[src/rtl/acb_pkg.sv]
package acb_pkg;

  // Decoded pixel depth, already folded from the raw two-bit code.
  typedef enum logic [1:0] {
    PIX8  = 2'd0,
    PIX16 = 2'd1,
    PIX32 = 2'd2
  } pix_mode_t;

  // Bus access size codes.
  localparam logic [1:0] SZ_BYTE = 2'b00;
  localparam logic [1:0] SZ_HALF = 2'b01;
  localparam logic [1:0] SZ_WORD = 2'b10;

  // Raw depth codes in the system control register.
  localparam logic [1:0] DEPTH_CODE_16 = 2'b01;
  localparam logic [1:0] DEPTH_CODE_32 = 2'b11;

endpackage

[src/rtl/acb_depth_decode.sv]
module acb_depth_decode
  import acb_pkg::*;
#(
  parameter int SYS_W     = 8,
  parameter int DEPTH_LSB = 4
) (
  input  logic [SYS_W-1:0] sys_ctl,
  output pix_mode_t        pix_mode
);

  logic [1:0] code;

  assign code = sys_ctl[DEPTH_LSB +: 2];

  // The reserved code folds into the 8 bpp handling.
  always_comb begin
    unique case (code)
      DEPTH_CODE_16: pix_mode = PIX16;
      DEPTH_CODE_32: pix_mode = PIX32;
      default:       pix_mode = PIX8;
    endcase
  end

endmodule

[src/rtl/acb_ctrl_regs.sv]
module acb_ctrl_regs #(
  parameter int DATA_W   = 32,
  parameter int SYS_W    = 8,
  parameter int CTRL_W   = 16,
  parameter int FULL_BIT = 9,
  parameter int TOG_BIT  = 4
) (
  input  logic              clk,
  input  logic              rst_n,
  input  logic              sys_we,
  input  logic              ctrl_we,
  input  logic              tog_flip,
  input  logic [DATA_W-1:0] wdata,
  output logic [SYS_W-1:0]  sys_q,
  output logic [CTRL_W-1:0] ctrl_q,
  output logic              full_en,
  output logic              tog
);

  always_ff @(posedge clk or negedge rst_n) begin
    if (!rst_n) begin
      sys_q <= '0;
    end else if (sys_we) begin
      sys_q <= wdata[SYS_W-1:0];
    end
  end

  // A direct control write wins over a sequencing flip.
  // Both cannot occur in the same cycle, because they use different addresses.
  always_ff @(posedge clk or negedge rst_n) begin
    if (!rst_n) begin
      ctrl_q <= '0;
    end else if (ctrl_we) begin
      ctrl_q <= wdata[CTRL_W-1:0];
    end else if (tog_flip) begin
      ctrl_q[TOG_BIT] <= ~ctrl_q[TOG_BIT];
    end
  end

  assign full_en = ctrl_q[FULL_BIT];
  assign tog     = ctrl_q[TOG_BIT];

endmodule

[src/rtl/acb_color_slot.sv]
module acb_color_slot
  import acb_pkg::*;
#(
  parameter int DATA_W = 32,
  parameter int BYTE_W = 8
) (
  input  logic              clk,
  input  logic              rst_n,
  input  logic              wr,
  input  logic              word_wr,
  input  pix_mode_t         pix_mode,
  input  logic              full_en,
  input  logic              tog,
  input  logic [DATA_W-1:0] wdata,
  output logic [DATA_W-1:0] q
);

  localparam int HALF_W = DATA_W / 2;

  logic [DATA_W-1:0] nxt;

  always_comb begin
    nxt = q;
    if (wr) begin
      if (word_wr) begin
        nxt = wdata;
      end else begin
        unique case (pix_mode)
          PIX16: nxt = DATA_W'(wdata[HALF_W-1:0]);
          PIX32: begin
            if (full_en) begin
              nxt = wdata;
            end else if (tog) begin
              nxt = {wdata[HALF_W-1:0], q[HALF_W-1:0]};
            end else begin
              nxt = {q[DATA_W-1:HALF_W], wdata[HALF_W-1:0]};
            end
          end
          default: nxt = DATA_W'(wdata[BYTE_W-1:0]);
        endcase
      end
    end
  end

  always_ff @(posedge clk or negedge rst_n) begin
    if (!rst_n) begin
      q <= '0;
    end else begin
      q <= nxt;
    end
  end

endmodule

[src/rtl/acb_read_fmt.sv]
module acb_read_fmt
  import acb_pkg::*;
#(
  parameter int DATA_W  = 32,
  parameter int BYTE_W  = 8,
  parameter int N_COLOR = 4,
  parameter int IDX_W   = 2
) (
  input  logic [N_COLOR-1:0][DATA_W-1:0] colors,
  input  logic [IDX_W-1:0]               idx,
  input  pix_mode_t                      pix_mode,
  input  logic                           full_en,
  input  logic                           tog,
  output logic [DATA_W-1:0]              fmt_data
);

  localparam int HALF_W = DATA_W / 2;

  logic [DATA_W-1:0] sel;

  assign sel = colors[idx];

  // In half mode the read sees the toggle after inversion.
  // A current value of 0 therefore selects the low half.
  always_comb begin
    unique case (pix_mode)
      PIX16: fmt_data = DATA_W'(sel[HALF_W-1:0]);
      PIX32: begin
        if (full_en) begin
          fmt_data = sel;
        end else if (tog) begin
          fmt_data = DATA_W'(sel[DATA_W-1:HALF_W]);
        end else begin
          fmt_data = DATA_W'(sel[HALF_W-1:0]);
        end
      end
      default: fmt_data = DATA_W'(sel[BYTE_W-1:0]);
    endcase
  end

endmodule

[src/rtl/acb_color_bank.sv]
module acb_color_bank
  import acb_pkg::*;
#(
  parameter int DATA_W     = 32,
  parameter int ADDR_W     = 3,
  parameter int SYS_W      = 8,
  parameter int CTRL_W     = 16,
  parameter int FULL_BIT   = 9,
  parameter int TOG_BIT    = 4,
  parameter int DEPTH_LSB  = 4,
  parameter int N_COLOR    = 4,
  parameter int COLOR_BASE = 2
) (
  input  logic              clk,
  input  logic              rst_n,
  input  logic [ADDR_W-1:0] bus_addr,
  input  logic              bus_we,
  input  logic              bus_re,
  input  logic [1:0]        bus_size,
  input  logic [DATA_W-1:0] bus_wdata,
  output logic [DATA_W-1:0] bus_rdata
);

  localparam int IDX_W = (N_COLOR > 1) ? $clog2(N_COLOR) : 1;
  localparam logic [ADDR_W-1:0] A_SYS  = ADDR_W'(0);
  localparam logic [ADDR_W-1:0] A_CTRL = ADDR_W'(1);
  localparam logic [ADDR_W-1:0] A_CLO  = ADDR_W'(COLOR_BASE);
  localparam logic [ADDR_W-1:0] A_CHI  = ADDR_W'(COLOR_BASE + N_COLOR);

  logic [SYS_W-1:0]               sys_q;
  logic [CTRL_W-1:0]              ctrl_q;
  logic                           full_en;
  logic                           tog_q;
  pix_mode_t                      pix_mode;
  logic                           is_color;
  logic [ADDR_W-1:0]              color_off;
  logic [IDX_W-1:0]               idx;
  logic                           half_mode;
  logic                           word_wr;
  logic                           tog_flip;
  logic [N_COLOR-1:0][DATA_W-1:0] colors;
  logic [DATA_W-1:0]              fmt_data;

  assign is_color  = (bus_addr >= A_CLO) && (bus_addr < A_CHI);
  assign color_off = bus_addr - A_CLO;
  assign idx       = color_off[IDX_W-1:0];
  assign half_mode = (pix_mode == PIX32) && !full_en;
  assign word_wr   = (bus_size == SZ_WORD);

  // The toggle advances on a half-mode color write that is not a word write,
  // or on a half-mode color read with no write in the same cycle.
  assign tog_flip = is_color && half_mode &&
                    ((bus_we && !word_wr) || (bus_re && !bus_we));

  acb_ctrl_regs #(
    .DATA_W  (DATA_W),
    .SYS_W   (SYS_W),
    .CTRL_W  (CTRL_W),
    .FULL_BIT(FULL_BIT),
    .TOG_BIT (TOG_BIT)
  ) u_ctrl (
    .clk     (clk),
    .rst_n   (rst_n),
    .sys_we  (bus_we && (bus_addr == A_SYS)),
    .ctrl_we (bus_we && (bus_addr == A_CTRL)),
    .tog_flip(tog_flip),
    .wdata   (bus_wdata),
    .sys_q   (sys_q),
    .ctrl_q  (ctrl_q),
    .full_en (full_en),
    .tog     (tog_q)
  );

  acb_depth_decode #(
    .SYS_W    (SYS_W),
    .DEPTH_LSB(DEPTH_LSB)
  ) u_depth (
    .sys_ctl (sys_q),
    .pix_mode(pix_mode)
  );

  for (genvar g = 0; g < N_COLOR; g++) begin : g_slot
    acb_color_slot #(
      .DATA_W(DATA_W)
    ) u_slot (
      .clk     (clk),
      .rst_n   (rst_n),
      .wr      (bus_we && is_color && (idx == IDX_W'(g))),
      .word_wr (word_wr),
      .pix_mode(pix_mode),
      .full_en (full_en),
      .tog     (tog_q),
      .wdata   (bus_wdata),
      .q       (colors[g])
    );
  end

  acb_read_fmt #(
    .DATA_W (DATA_W),
    .N_COLOR(N_COLOR),
    .IDX_W  (IDX_W)
  ) u_rfmt (
    .colors  (colors),
    .idx     (idx),
    .pix_mode(pix_mode),
    .full_en (full_en),
    .tog     (tog_q),
    .fmt_data(fmt_data)
  );

  always_comb begin
    if (bus_addr == A_SYS) begin
      bus_rdata = DATA_W'(sys_q);
    end else if (bus_addr == A_CTRL) begin
      bus_rdata = DATA_W'(ctrl_q);
    end else if (is_color) begin
      bus_rdata = fmt_data;
    end else begin
      bus_rdata = '0;
    end
  end

endmodule

[config.mk]
export PLATFORM = sky130hd
export DESIGN_NAME = acb_color_bank
export DESIGN_NICKNAME = d
export VERILOG_FILES = /design/src/rtl/acb_pkg.sv /design/src/rtl/acb_depth_decode.sv /design/src/rtl/acb_ctrl_regs.sv /design/src/rtl/acb_color_slot.sv /design/src/rtl/acb_read_fmt.sv /design/src/rtl/acb_color_bank.sv
export SDC_FILE = /design/constraint.sdc
export NUM_CORES = 1
export LEC_CHECK = 0
export BUFFER_PORTS_ARGS = -buffer_cell sky130_fd_sc_hd__buf_2
export CAP_MARGIN = 20
export CORE_MARGIN = 4
export CORE_UTILIZATION = 45
export DETAILED_ROUTE_END_ITERATION = 10
export PLACE_DENSITY_LB_ADDON = 0.3
export SYNTH_ARGS = -nofsm -noshare
export SYNTH_HDL_FRONTEND = slang
export SYNTH_SLANG_ARGS = --single-unit
[constraint.sdc]
create_clock -name clk -period 2.4 [get_ports clk]
set_clock_uncertainty 0.1 [all_clocks]
set_input_delay 0.24 -clock clk [delete_from_list [all_inputs] [get_ports clk]]
set_output_delay 0.24 -clock clk [all_outputs]
set_load 0.02 [all_outputs]
=== Yosys cells after proc, flatten, opt, wreduce, memory -nomap -nowiden ===
Cells that the tools add are included.

* Reductions and logical operators: 28
* Bitwise operators: 1
* Eq/ne operators: 11
* $add $sub $neg: 1
* Multiplexer cells: 15
* Magnitude comparators: 3

{| class="wikitable"
|+ Operators with widths
! kind !! number
|-
| $mux 32 || 8
|-
| $pmux 32 s2 || 2
|-
| $bmux 32 s2 || 1
|-
| $mux 16 || 1
|-
| $reduce_and 2->1 || 8
|-
| $logic_and 1x1->1 || 13
|-
| $eq 2x2->1 const B || 5
|-
| $eq 2x1->1 const B || 3
|-
| $ne 4x2->1 const B || 1
|-
| $ne 4x3->1 const B || 1
|-
| $pmux 2 s2 || 1
|-
| $eq 3x1->1 const B || 1
|-
| $ge 3x2->1 const B || 1
|-
| $logic_not 1->1 || 3
|-
| $logic_not 3->1 || 1
|-
| $lt 2x3->1 const B || 1
|-
| $lt 3x3->1 const B || 1
|-
| $logic_not 2->1 || 1
|-
| $mux 1 || 2
|-
| $reduce_bool 2->1 || 1
|-
| $sub 2x2->2 const B || 1
|-
| $logic_or 1x1->1 || 1
|-
| $not 1->1 || 1
|}

* Logic and storage cells: 70
* Register bits: 152
* Output and inout bits: 32

=== Longest topological paths before layout ===
Gate-level depths: netlist (run 1).

* Depth in word-level cells: 9
* Gate-level depth with buffers: 7
* Mapped depth without buffers: 4

=== Hierarchy ===
A second synthesis (run 1) with hierarchy kept.

* Cell total of the unflattened synthesis: 1079
* Area total of the unflattened synthesis: 10314.9 µm²

{| class="wikitable"
|+ By module, submodules not included
! module !! seq. area each (µm²) !! area an instance (µm²) !! times used !! cells each
|-
| acb_color_slot || 800.8 || 1828.0 || 4 || 203
|-
| acb_read_fmt || 0.0 || 1282.5 || 1 || 117
|-
| acb_ctrl_regs || 600.6 || 958.4 || 1 || 55
|-
| acb_color_bank || 0.0 || 745.7 || 1 || 93
|-
| acb_depth_decode || 0.0 || 16.3 || 1 || 2
|}

=== Worst setup path after synthesis (run 1) ===
OpenSTA, ideal clock, no wires.

* Path kind: input to output
* From: in bus_addr[0]
* To: out bus_rdata[3]
* Required time: 2060 ps
* Path buffers: 2
* Arrival: 1654 ps
* Slack: 406 ps
* Cell stages on the path: 6
* Cells stage by stage: buf_4 > buf_4 > mux4_2 > mux2i_1 > a211o_1 > o21ai_0

* Word-level cells in the longest chain between the ends: 9
* Elaborated cells between the ends (all ways): 14

{| class="wikitable"
|+ RTL lines
! what !! line !! text
|-
| start, declared || acb_color_bank.sv:16 || <nowiki>input logic [ADDR_W-1:0] bus_addr,</nowiki>
|-
| $sub 2x2->2 || acb_color_bank.sv:45 || <nowiki>assign color_off = bus_addr - A_CLO;</nowiki>
|-
| $bmux 32 s2 || acb_read_fmt.sv:21 || <nowiki>assign sel = colors[idx];</nowiki>
|-
| $mux 32 (not written as such) || acb_read_fmt.sv:21 ||
|-
| $mux 16 || acb_read_fmt.sv:31 || <nowiki>end else if (tog) begin</nowiki>
|-
| $mux 32 || acb_read_fmt.sv:29 || <nowiki>if (full_en) begin</nowiki>
|-
| $pmux 32 s2 || acb_read_fmt.sv:26 || <nowiki>unique case (pix_mode)</nowiki>
|-
| $mux 32 || acb_color_bank.sv:116 || <nowiki>end else if (is_color) begin</nowiki>
|-
| $mux 32 || acb_color_bank.sv:114 || <nowiki>end else if (bus_addr == A_CTRL) begin</nowiki>
|-
| $mux 32 * || acb_color_bank.sv:112 || <nowiki>if (bus_addr == A_SYS) begin</nowiki>
|-
| end, declared || acb_color_bank.sv:21 || <nowiki>output logic [DATA_W-1:0] bus_rdata</nowiki>
|}

Every way passes the cells marked *; elsewhere a longest branch is shown, timed or not. The select of a mux whose other input is x is not followed.

=== Final worst setup path (run 1) ===
* From: reg u_ctrl.ctrl_q[9]
* To: out bus_rdata[0]

* Word-level cells in the longest chain between the ends: 5

{| class="wikitable"
|+ RTL lines
! what !! line !! text
|-
| start, declared || acb_ctrl_regs.sv:15 || <nowiki>output logic [CTRL_W-1:0] ctrl_q,</nowiki>
|-
| start signal, assigned || acb_ctrl_regs.sv:34 || <nowiki>ctrl_q <= wdata[CTRL_W-1:0];</nowiki>
|-
| start signal, assigned by index || acb_ctrl_regs.sv:36 || <nowiki>ctrl_q[TOG_BIT] <= ~ctrl_q[TOG_BIT];</nowiki>
|-
| $mux 32 || acb_read_fmt.sv:29 ||
|-
| $pmux 32 s2 || acb_read_fmt.sv:26 ||
|-
| $mux 32 || acb_color_bank.sv:116 ||
|-
| $mux 32 || acb_color_bank.sv:114 ||
|-
| $mux 32 || acb_color_bank.sv:112 ||
|}

Every way passes these cells.

==> metrics.cfg, run 1 <==
[grt]
grtUsageTotal_pct = 22.1
grt_pass1_vias = 5639
grt_max_degree = 66
grt_pass1_wl_mm = 30.5
antenna_found_initial = 0
grt-ovfl-total = 0

[clock_tree]
cts_tree = built
cts-root-buf = clkbuf_16
htree_levels = 4
path_clk_slew_ps = 60
cts_max_path_buffers = 2
numClockSinks = 152
insertion_delay_ps = 430
numCtsBuffers = 17

[logic_synthesis]
yosys-top-cells-area = dfrtp_1, mux4_2, mux2_2, o21ai_0, nand2_1
synth_cell_types = 35
syn_inst = 616
synth_top_area_share_pct = 53.1
yosys_warnings = 0
avgSynthCellArea_um2 = 11.6
yosys.area.top_type = dfrtp_1
seq_area_frac_synth_pct = 53.1
synth_seq_cells = 152
synth_area_um2 = 7160
syn_nets = 657

[routing]
drt_iter0_drc = 457
vias_per_cell = 5.77
ant_nets = 0
wl_per_cell_um = 20.3
routed_wl_mm = 18.9
drc = 0
vias = 5363
drt_first_pass_iters = 5

[sta]
rsz0062_at_grt = yes
worstMarginPinSlew_ps = 794
post-route-min-period_ps = 2450
slew_headroom_pct = 46.7
finalCritPeriodShare_pct = 102
fmax_mhz = 409
final-setup-viol-count = 5
final_max_slew_viol_count = 0
hold_violations = 0
setup_ws_ps = -46.3

[critical_path]
cp_max_fo = 10
r2r_slack_ps = 250
crit_type = flop to output pin
rr_endpoint = g_slot[1].u_slot.q[23]$_DFFE_PN0P_
critical_path_required_ps = 2060
critPathLaunchType = flop
timing.rr.start = u_ctrl.ctrl_q[9]$_DFFE_PN0P_
worstSetupEndpointType = output pin
worstRegToRegCells = 6
critPathArrivalTime_ps = 2110

[cells_and_area]
final_cells = 929
seqCellArea_um2 = 3810
nets = 746
diodes = 0
multi_input_area_um2 = 3220
final_layout_size_suffix_gt1_share_pct = 33.6
nFillCells = 1253
syn_to_final_growth_pct = 21.3

[run_status]
status = finished with violations
violations = setup timing

[floorplan]
rows = 45
die_area_um2 = 18000
die_height_um = 134
die_w_um = 134
start_util_pct = 46.6
core_um2 = 15400
io_pins = 73

[placement]
dp_hpwl_mm = 12.9
dp.cells = 889
place_ws_ps = 242
place.gp.congestion = 0.862
port_buffers = 72

[worst_hold_path]
hold_end = u_ctrl.ctrl_q[9]$_DFFE_PN0P_
min_path_cells = 2
holdCritStartpoint = bus_wdata[9]
holdCritPathClass = primary input to flop

[power_and_ir_drop]
power_density_nw_per_um2 = 906
cellLeakagePower_nw = 3.93
irDropWorstVdd_mv = 0.572

[flow_run]
cap_violations = 0

## metrics by stage
step                      hold WS [ps]  utilization, %  TNS, ps  total power, mW  area (um^2)
after detailed placement           138            51.5        0             4.92         7920
final                             12.6            56.5    -71.7             7.87         8690
after global placement             125            51.5        0             4.81         7920
after CTS                        0.719            56.2    -71.4             7.89         8650
after global routing              5.77            56.5     -616             8.24         8690
after floorplan                   -156               -        0             4.37         7160
## area by class of cell
type                       count  area share (%)
inverter                       1          0.0432
sequential                   152            43.8
tap                          211            3.04
clock inverter                11            2.23
timing repair buffer         111            8.51
multi-input combinational    422            37.1
clock buffer                  21            5.30
## worst max path at each step
stage                          to                    startpoint  cells after the start
CTS                  bus_rdata[0]  u_ctrl.ctrl_q[9]$_DFFE_PN0P_                      6
global placement    bus_rdata[15]                   bus_addr[0]                      7
floorplan            bus_rdata[3]                   bus_addr[0]                      6
detailed placement   bus_rdata[5]                   bus_addr[0]                      7
global route         bus_rdata[0]  u_ctrl.ctrl_q[9]$_DFFE_PN0P_                      6
finish               bus_rdata[0]  u_ctrl.ctrl_q[9]$_DFFE_PN0P_                      6
## Yosys cell counts, drive strengths merged
library cell and number:
dfrtp 152, nand2 119, o21ai 111, mux2 55, mux4 32, buf 24, a22oi 22, clkbuf 17
and2 16, a211o 9, mux2i 9, nor2b 9, a211oi 8, nor2 6, o31ai 5, nand2b 4
and4b 3, and4bb 2, nand3b 2, nor3 2, a2111oi 1, a21oi 1, a32oi 1, and3b 1
inv 1, nand3 1, nand4b 1, xnor2 1, xor2 1
## state kept, by name (all words and copies together), names as in the netlist
signal,flops
g_slot.u_slot.q,128
u_ctrl.ctrl_q,16
u_ctrl.sys_q,8
## layer usage
metal  track usage, %  up-vias  part of all wire [%]
met5                0        -                     0
met4             7.92        0                   2.4
met3             4.61       33                   5.4
met2             35.6      153                    49
met1             29.9     2770                    43
li1                 -     2407                     -
## repair_timing
item,4_1_cts,5_1_grt
setup buffers,0,2
pin swaps,0,0
cloned,0,0
endpoints found under the hold margin,59,0
setup endpoints to repair,16,15
resized for setup,5,15
hold buffers,6,0
## worst max-delay path, cell delays in order (launching register included)
cell	delay, ps
dfrtp_2	440
nand4b_1	270
buf_12	220
mux2i_1	160
a211o_1	340
o21ai_2	80
buf_4	170
## power breakdown
part	total, mW	switching (mW)	internal (mW)
Clock	2.95	1.05	1.90
Sequential	3.40	0.298	3.10
Combinational	1.52	0.793	0.727
Total	7.87	2.14	5.73
## kinds of logic after synthesis
kind of cell	count (synthesis)	share of synthesized area [%]
AO/OA/AOI/OAI	158	13.0
flip-flops	152	53.1
XOR/XNOR	2	0.245
buffers and inverters	42	3.07
AND/OR/NAND/NOR	166	10.6
multiplexers	96	20.0
## placed cells by master (no fill, tap or decap), types with 16 or more instances in the layout
| cell | count |
|---|---|
| and2_1 | 16 |
| clkbuf_16 | 17 |
| buf_2 | 65 |
| a22oi_1 | 22 |
| dfrtp_1 | 150 |
| nand2_1 | 119 |
| mux2_2 | 55 |
| buf_4 | 35 |
| o21ai_0 | 98 |
| mux4_2 | 32 |
Power figures use the tool's default switching activity.
==> inputs of run 2 (changes only) <==
Settings changed: CTS_BUF_LIST set to sky130_fd_sc_hd__clkbuf_8.
==> metrics.cfg, run 2 (synthesized netlist as in run 1, its figures left out) <==
[sta]
final_max_slew_viol_count = 0
rsz0062_at_grt = yes
finalCritPeriodShare_pct = 99.0
slew_headroom_pct = 42.4
post-route-min-period_ps = 2380
final-setup-viol-count = 0
fmax_mhz = 421
hold_violations = 0
worstMarginPinSlew_ps = 858
setup_tns_ps = 0

[floorplan]
core_um2 = 15400
io_pins = 73
rows = 45
die_w_um = 134
die_height_um = 134
start_util_pct = 46.6
die_area_um2 = 18000

[run_status]
status = complete, no violations

[routing]
wl_per_cell_um = 20.3
ant_nets = 0
drt_iter0_drc = 458
vias_per_cell = 5.67
drt_first_pass_iters = 5
vias = 5328
drc = 0
routed_wl_mm = 19.1

[grt]
grt_max_degree = 66
grt_pass1_vias = 5708
grt-ovfl-total = 0
antenna_found_initial = 0
grtUsageTotal_pct = 22.0
grt_pass1_wl_mm = 30.5

[power_and_ir_drop]
cellLeakagePower_nw = 3.91
power_density_nw_per_um2 = 835
irDropWorstVdd_mv = 0.408

[critical_path]
critPathLaunchType = flop
crit_buf_inv = 3
r2r_slack_ps = 280
cp_max_fo = 6
max_stage_delay_ps = 390
critical_path_required_ps = 2060
slowest_stage = dfrtp_1
worstSetupEndpointType = output pin
critPathTopFamily = buffers and inverters
crit_type = flop to output pin
critPathArrivalTime_ps = 2040
crit_chain = nand4b_1 > buf_6 > buf_12 > mux2i_1 > a211o_1 > o21ai_1 > buf_4

[placement]
dp_hpwl_mm = 12.9
port_buffers = 72
place.gp.congestion = 0.862
dp.cells = 889
place_area_um2 = 7920

[clock_tree]
htree_levels = 4
numCtsBuffers = 17
cts-root-buf = clkbuf_8
insertion_delay_ps = 450
cts_max_path_buffers = 2
numClockSinks = 152
path_clk_slew_ps = 80
cts_tree = built

[cells_and_area]
diodes = 0
final_cells = 940
nets = 757
regMostFlops = g_slot.u_slot.q
final_area_um2 = 8650
syn_to_final_growth_pct = 20.8
final_cell_mix = dfrtp_1, nand2_1, o21ai_0
largest_reg_flops = 128
layout_commonest_cell = dfrtp_1
final_layout_size_suffix_gt1_share_pct = 34.4
top_regs = g_slot.u_slot.q x128, u_ctrl.ctrl_q x16, u_ctrl.sys_q x8
utilization_pct = 56.3

[flow_run]
cap_violations = 0

[worst_hold_path]
holdCritPathClass = primary input to flop

## run 2: changes by cell type in the layout (fill, tap and decap cells not counted), moves of 2 or more
| cell | change |
|---|---|
| clkbuf_16 | -16 |
| buf_4 | +3 |
| mux2i_1 | -2 |
| o21ai_0 | -3 |
| clkbuf_1 | -2 |
| mux2i_2 | +2 |
| clkbuf_8 | +17 |
| dlygate4sd3_1 | +6 |
| inv_1 | +2 |
| buf_6 | +2 |
| o21ai_2 | +2 |
## run 2: path summary, 6_finish.rpt
kind | to | start | cells after the start
min reg2reg | g_slot[0].u_slot.q[30]$_DFFE_PN0P_ | g_slot[0].u_slot.q[30]$_DFFE_PN0P_ | 2
max in group asynchronous | u_ctrl.ctrl_q[12]$_DFFE_PN0P_ | rst_n | 3
min | g_slot[0].u_slot.q[2]$_DFFE_PN0P_ | bus_wdata[2] | 2
min in group asynchronous | g_slot[2].u_slot.q[28]$_DFFE_PN0P_ | rst_n | 2
max | bus_rdata[1] | u_ctrl.ctrl_q[9]$_DFFE_PN0P_ | 7
max reg2reg | g_slot[1].u_slot.q[23]$_DFFE_PN0P_ | u_ctrl.ctrl_q[9]$_DFFE_PN0P_ | 7
## run 2: worst reg2reg max path: cells and delay by family, from the launching register on
family,cells,cell delay [ps]
AOI/OAI and AO/OA,2,430
DFF,1,390
buffers and inverters,3,560
and+or+nand+nor,2,550
## run 2: per-layer routing
layer | track usage (%) | vias to the layer above | wire [um]
met4 | 7.75 | 0 | 331
met3 | 4.61 | 25 | 929
met5 | 0 | - | 0
li1 | - | 2427 | -
met1 | 29.3 | 2731 | 8140
met2 | 36.0 | 145 | 9680
## run 2: final cells by class
class	count	area [um^2]
Tap cell	211	264
Sequential cell	152	3810
Multi-Input combinational cell	422	3250
Fill cell	1270	6720
Timing Repair Buffer	122	865
Inverter	1	3.75
Clock inverter	13	201
Clock buffer	19	262
## run 2: power by group
part	switching, mW	total [mW]	internal [mW]
sequential	0.296	3.39	3.10
combinational	0.821	1.59	0.769
clock	0.950	2.24	1.29
## run 2: timing repair
item	in CTS	in global routing
hold endpoints to repair	73	0
hold buffers	12	0
gates cloned	0	1
setup buffers	3	3
setup endpoints to repair	23	11
resized for setup	8	24
pin swaps	0	4
## run 2: per-stage QoR
stage	hold slack (ps)	total power, mW	worst slack (ps)
after global placement	125	4.81	238
final	34.3	7.22	24.5
after floorplan	-156	4.37	406
after global routing	17.4	7.58	-68.8
after CTS	3.12	7.20	7.78
after detailed placement	138	4.92	242
==> inputs of run 3 (changes only) <==
--- a/config.mk
+++ b/config.mk
@@ -10,5 +10,4 @@
 export CORE_MARGIN = 4
 export CORE_UTILIZATION = 45
-export CTS_BUF_LIST = sky130_fd_sc_hd__clkbuf_8
 export DETAILED_ROUTE_END_ITERATION = 10
 export PLACE_DENSITY_LB_ADDON = 0.3
==> constraint.sdc (replaced) <==
create_clock -name clk -period 2.4 [get_ports clk]
set_clock_uncertainty 0.1 [all_clocks]
set_input_delay 0 -clock clk [delete_from_list [all_inputs] [get_ports clk]]
set_output_delay 0 -clock clk [all_outputs]
set_load 0.02 [all_outputs]
==> metrics.cfg, run 3 (synthesized netlist as in run 1, its figures left out) <==
[floorplan]
die_w_um = 134
core_um2 = 15400
io_pins = 73
die_area_um2 = 18000
die_height_um = 134
start_util_pct = 46.6
rows = 45

[sta]
post-route-min-period_ps = 2260
worstMarginPinSlew_ps = 621
fmax_mhz = 443
slew_headroom_pct = 58.4
setup_tns_ps = 0
final_max_slew_viol_count = 0
rsz0062_at_grt = no
hold_violations = 0
final-setup-viol-count = 0
finalCritPeriodShare_pct = 94.0

[power_and_ir_drop]
power_density_nw_per_um2 = 879
irDropWorstVdd_mv = 0.563
cellLeakagePower_nw = 4.02
cellInternalPower_mw = 5.65
clkPwrFrac_pct = 36.9
p_seq_share_pct = 43.4
p_sw_mw = 2.18
netSwitchingFraction_pct = 27.8
combPwrFrac_pct = 19.7

[cells_and_area]
top_regs = g_slot.u_slot.q x128, u_ctrl.ctrl_q x16, u_ctrl.sys_q x8
final_layout_size_suffix_gt1_share_pct = 31.4
layout_commonest_cell = dfrtp_1
largest_reg_flops = 128
diodes = 0
utilization_pct = 57.9
regMostFlops = g_slot.u_slot.q
nets = 768
final_cell_mix = dfrtp_1, nand2_1, o21ai_0
syn_to_final_growth_pct = 24.2

[routing]
drt_iter0_drc = 392
drc = 0
vias_per_cell = 5.65
wl_per_cell_um = 19.9
vias = 5376
drt_first_pass_iters = 5
routed_wl_mm = 18.9
ant_nets = 0

[placement]
dp_hpwl_mm = 12.9
port_buffers = 72
place.gp.congestion = 0.851

[grt]
antenna_found_initial = 0
grt-ovfl-total = 0
grt_max_degree = 83
grt_pass1_wl_mm = 30.8
grtUsageTotal_pct = 22.1
grt_pass1_vias = 5616

[clock_tree]
cts-root-buf = clkbuf_16
insertion_delay_ps = 420
htree_levels = 4
path_clk_slew_ps = 60
cts_max_path_buffers = 2
cts_setup_buffers = 0
numClockSinks = 152
numCtsBuffers = 17
cts_tree = built

[worst_hold_path]
holdCritPathClass = primary input to async pin

[critical_path]
cp_max_fo = 13
critical_path_required_ps = 2300
crit_type = flop to output pin
worstRegToRegCells = 5
worstSetupEndpointType = output pin
critPathLaunchType = flop
critPathArrivalTime_ps = 2160

[flow_run]
cap_violations = 0

[run_status]
status = complete, no violations

## run 3: cell count changes in the layout (fill, tap and decap cells not counted), moves of 3 or more
cell	delta
o21ai_1	-4
clkbuf_16	+16
clkinv_4	+3
buf_2	+7
buf_4	-15
o21ai_2	-3
dlygate4sd3_1	+21
o21ai_0	+7
clkbuf_8	-17
## run 3: stage by stage
step / hold WS, ps / setup slack, ps / total power [mW] / instances / area, um^2
after floorplan: -396 / 572 / 4.37 / 616 / 7160
after global placement: -188 / 441 / 4.82 / 885 / 7900
after detailed placement: -182 / 317 / 4.92 / 885 / 7900
after CTS: 14.8 / 155 / 7.87 / 951 / 8890
after global routing: 49.9 / 44.7 / 8.19 / 951 / 8900
final: 27.3 / 144 / 7.82 / 951 / 8900
## run 3: path summary, 6_finish.rpt
kind	slack [ps]	end	startpoint
max	140	bus_rdata[0]	u_ctrl.ctrl_q[9]$_DFFE_PN0P_
min	30	g_slot[0].u_slot.q[30]$_DFFE_PN0P_	rst_n
max reg2reg	310	g_slot[0].u_slot.q[15]$_DFFE_PN0P_	u_ctrl.ctrl_q[9]$_DFFE_PN0P_
min reg2reg	380	g_slot[0].u_slot.q[31]$_DFFE_PN0P_	g_slot[0].u_slot.q[31]$_DFFE_PN0P_
max in group asynchronous	1700	g_slot[1].u_slot.q[15]$_DFFE_PN0P_	rst_n
min in group clk	50	u_ctrl.ctrl_q[4]$_DFFE_PN0P_	bus_we
## run 3: repair_timing
action,4_1_cts,5_1_grt
resized for setup,0,1
hold buffers,34,0
hold endpoints to repair,304,0
endpoints found under the setup margin,0,1
## run 3: power groups by stage
stage          combinational, mW  sequential (mW)  clock, mW
2_1_floorplan               1.04             3.33          0
3_3_place_gp                1.43             3.39          0
3_5_place_dp                1.49             3.43          0
4_1_cts                     1.54             3.39       2.93
5_1_grt                     1.70             3.46       3.04
6_report                    1.54             3.40       2.89
## run 3: area by class of cell
class | instances | area (um^2)
clock buffers | 19 | 453
clock inverters | 13 | 194
fillers | 1234 | 6470
inverters | 1 | 3.75
multi-input cells | 422 | 3210
flip-flops and latches | 152 | 3800
well taps | 211 | 264
repair buffers | 133 | 970
## run 3: per-layer routing
metal,vias up,global-route usage (%),part of all wire (%)
met5,-,0,0
met4,0,8.03,2.0
met3,32,4.01,5.3
met2,184,35.8,49
met1,2710,30.0,43
li1,2450,-,-
## run 3: worst max-delay path: stages (launching register included)
cell and delay [ps]:
dfrtp_1 440, nand4b_1 240, buf_4 260, mux2i_1 160, a211o_1 290, o21ai_0 120, buf_2 230
